File: src/rtl/wiper_tap_reg.sv
module wiper_tap_reg #(
  parameter int POTS  = 4,
  parameter int WIDTH = 6,
  parameter int REGS  = 4
) (
  input  logic                          clk,
  input  logic                          rst_n,
  input  logic [POTS*REGS*WIDTH-1:0]    dr_bank,
  input  logic [POTS-1:0]               wr_en,
  input  logic [WIDTH-1:0]              wr_data,
  input  logic [POTS-1:0]               xfr_en,
  input  logic                          xfr_all,
  input  logic [$clog2(REGS)-1:0]       xfr_sel,
  input  logic [POTS-1:0]               step_en,
  input  logic                          step_up,
  output logic [POTS*WIDTH-1:0]         wiper_pos,
  output logic [POTS*(1<<WIDTH)-1:0]    tap_sel
);
  localparam int TAPS = 1 << WIDTH;
  localparam logic [TAPS-1:0] ONE = TAPS'(1);

  for (genvar p = 0; p < POTS; p++) begin : g_pot
    logic [WIDTH-1:0] cnt;
    logic [WIDTH-1:0] recall;
    logic [WIDTH-1:0] xfr_val;
    logic [TAPS-1:0]  tap_q;

    assign recall  = dr_bank[(p*REGS)*WIDTH +: WIDTH];
    assign xfr_val = dr_bank[(p*REGS + int'(xfr_sel))*WIDTH +: WIDTH];

    always_ff @(posedge clk) begin
      if (!rst_n)                    cnt <= recall;
      else if (wr_en[p])             cnt <= wr_data;
      else if (xfr_en[p] || xfr_all) cnt <= xfr_val;
      else if (step_en[p]) begin
        if (step_up && !(&cnt))      cnt <= cnt + 1'b1;
        else if (!step_up && |cnt)   cnt <= cnt - 1'b1;
      end
    end

    always_ff @(posedge clk)
      tap_q <= ONE << (rst_n ? cnt : recall);

    assign wiper_pos[p*WIDTH +: WIDTH] = cnt;
    assign tap_sel[p*TAPS +: TAPS]     = tap_q;
  end
endmodule


File: config.mk
export PLATFORM = sky130hd
export DESIGN_NAME = wiper_tap_reg
export DESIGN_NICKNAME = d
export VERILOG_FILES = /design/src/rtl/wiper_tap_reg.sv
export SDC_FILE = /design/constraint.sdc
export NUM_CORES = 1
export LEC_CHECK = 0
export BUFFER_PORTS_ARGS = -buffer_cell sky130_fd_sc_hd__buf_2
export CAP_MARGIN = 25
export CORE_MARGIN = 4
export CORE_UTILIZATION = 35
export DETAILED_ROUTE_END_ITERATION = 6
export PLACE_DENSITY_LB_ADDON = 0.1
export REMOVE_ABC_BUFFERS = 1
export SETUP_SLACK_MARGIN = 0.1
export SLEW_MARGIN = 20
export SYNTH_ARGS = -nofsm -noshare
export SYNTH_HDL_FRONTEND = slang
export SYNTH_SLANG_ARGS = --single-unit
File: constraint.sdc
create_clock -name clk -period 4.3 [get_ports clk]
set_input_delay 0.86 -clock clk [delete_from_list [all_inputs] [get_ports clk]]
set_output_delay 0.86 -clock clk [all_outputs]
set_load 0.01 [all_outputs]
==> results.yml <==
hold_path:
  min_path_cells: 3
  min_from: "dr_bank[1]"
  holdPathEnd: "g_pot[0].cnt[1]"
  hold_class: "in -> reg"
yosys:
  synthCells: 1029
  synth_ff_type: "dfxtp_1"
  ys_seq_elements: 280
  postSynthAreaPerCell_um2: 10.0
  yosysWarningCount: 0
  yosysSeqAreaShare_pct: 56.6
  synthArstFlopShare_pct: 0
  synth_cell_types: 71
  synth_area_um2: 10300
  synth-edff-count: 24
critical_path:
  r2r_cells: 8
  r2r-start: "g_pot[3].cnt[2]"
  r2r_slack_ns: 1.41
  path_class: "reg -> reg"
  critical_path_arrival_ns: 3.17
  critPathLaunchType: "register"
  critPathRequiredTime_ns: 4.58
  r2r_end: "g_pot[3].cnt[4]"
  cp-end-kind: "register"
  cp_max_fo: 10
timing:
  hold_viol_final: 0
  finalCritPeriodShare_pct: 67.2
  slew_violations: 0
  relSlewSlack_pct: 37.4
  finalSetupTns_ns: 0
  max_freq_mhz: 346
  setup_viol: 0
  setup_ws_ns: 1.41
  min_period_ns: 2.89
  grt_setup_unrepaired: "no"
  worst_pin_slew_ns: 0.939
  finClkSkew_ns: 0.0167
floorplan:
  die-area_um2: 32300
  pin_count: 400
  die_w_um: 180
  fp.dieH_um: 180
  num_rows: 62
  coreArea_um2: 28900
  initial_utilization_pct: 35.7
global_route:
  antenna_found_initial: 1
  grt_pass1_wl_um: 52300
  grt-ovfl-total: 0
  grt_pass1_vias: 9092
  track_usage_pct: 20.0
  grt_max_degree: 49
route:
  first_pass_iters: 5
  drt_iter0_markers: 402
  vias_per_cell: 4.83
  ant_nets: 0
  post_drt_wl_per_cell_um: 18.4
  num_vias: 8862
  drc_errors: 0
  routed_wl_um: 33800
cells_and_area:
  fillers: 2809
  layout-drive-gt1-share_pct: 36.6
  layout.nets: 1573
  area_delta_synth_final_pct: 32.3
  diodes: 0
cts:
  post_cts_buffers: 0
  cts_made_buffers: 28
  ctsResizeCount: 0
  cts_tree: "built"
  postCtsHoldBufs: 0
  cts.sinks: 280
  clk_pin_slew_worst_paths_ns: 0.07
  clock_latency_ns: 0.54
  clk_path_buf_depth: 3
  cts-root-buf: "clkbuf_16"
  cts_htree_levels: 1
job:
  drv_cap: 0
pwr:
  power_density_nw_per_um2: 449
  p_leak_nw: 6.35
  irDropWorstVdd_mv: 0.278
status:
  status: "complete, no violations"
place:
  port_buffers: 399
  place.gp.congestion: 0.848
  dpl.hpwl_um: 25300
  preCtsSetupSlack_ns: 1.16
==> worst max-delay path, cell delays in order, from the launching register on <==
cell	delay (ns)
edfxtp_1	0.62
nand4_1	0.17
o21ai_0	0.59
ha_1	0.37
nor2b_1	0.14
o21a_1	0.17
or3_1	0.31
a31oi_1	0.18
a31oi_1	0.09
==> final cells by class <==
type,count,area (um^2),area share [%]
Clock buffer,39,875,6.40
Tap cell,384,480,3.52
Sequential cell,280,5850,42.8
Inverter,28,105,0.769
Multi-Input combinational cell,680,4130,30.2
Timing Repair Buffer,412,2100,15.3
Clock inverter,13,136,0.998
==> Yosys cell counts, types with 11 or more instances <==
master	count	area [um^2]
a21oi_1	38	190
a31oi_1	18	113
buf_2	18	90.1
clkbuf_1	11	41.3
dfxtp_1	256	5120
edfxtp_1	24	721
ha_1	19	238
inv_1	27	101
mux4_2	23	518
nand2_1	64	240
nand3_1	14	70.1
nor2_1	265	995
nor3_1	41	205
o21ai_0	27	135
or2_2	14	87.6
==> power by group <==
group,switching [mW],total (mW),internal (mW)
registers,0.0754,2.78,2.70
clock network,1.03,2.58,1.55
logic,0.482,0.783,0.300
==> registers in the layout, summed over array words and instances, names as in the netlist <==
register and flops:
g_pot.tap_q 256, g_pot.cnt 24
==> worst max path at each step <==
stage | start | endpoint | slack [ns] | cells past startpoint
final | g_pot[3].cnt[2] | g_pot[3].cnt[4] | 1.41 | 8
after global routing | g_pot[3].cnt[2] | g_pot[3].cnt[4] | 1.31 | 8
after CTS | g_pot[3].cnt[2] | g_pot[3].cnt[4] | 1.43 | 8
after detailed placement | step_up | g_pot[3].cnt[4] | 1.16 | 8
after global placement | step_up | g_pot[3].cnt[4] | 1.22 | 8
after floorplan | g_pot[3].cnt[2] | g_pot[3].cnt[4] | 1.78 | 8
==> stage by stage <==
step                      instances  hold WS [ns]  instance area, um^2  total power, mW  utilization, %
final                          1836         0.711                13700             6.14            47.2
after floorplan                 988         0.766                10100             3.26               -
after CTS                      1836         0.669                13700             6.20            47.2
after global placement         1784         0.843                12700             3.62            43.7
after global routing           1836         0.714                13700             6.40            47.2
after detailed placement       1784         0.845                12700             3.62            43.7
==> layout by cell type, fill, tap and decap left out, types with 18 or more instances in the layout <==
master,count
a21oi_1,38
a31oi_1,18
buf_2,398
clkbuf_16,30
dfxtp_1,256
edfxtp_1,24
ha_1,19
inv_1,27
mux4_2,23
nand2_1,64
nor2_1,265
nor3_1,41
o21ai_0,27
==> logic make-up after synthesis <==
logic type               count (synthesis)  synth area share, %
AO/OA/AOI/OAI                          160                 11.3
flip-flops                             280                 56.6
multiplexers                            25                 5.21
buffers and inverters                   69                 3.49
adder cells (fa/ha/maj)                 23                 3.08
XOR/XNOR                                12                 1.02
AND/OR/NAND/NOR                        460                 19.4
==> per-layer routing <==
layer	track usage, %	up-vias	routed length [um]
li1	-	4330	-
met1	25.8	4174	14800
met2	33.6	313	15800
met3	5.54	43	2600
met4	4.24	2	617
met5	0	-	12
(Power assumes the default switching activity.)
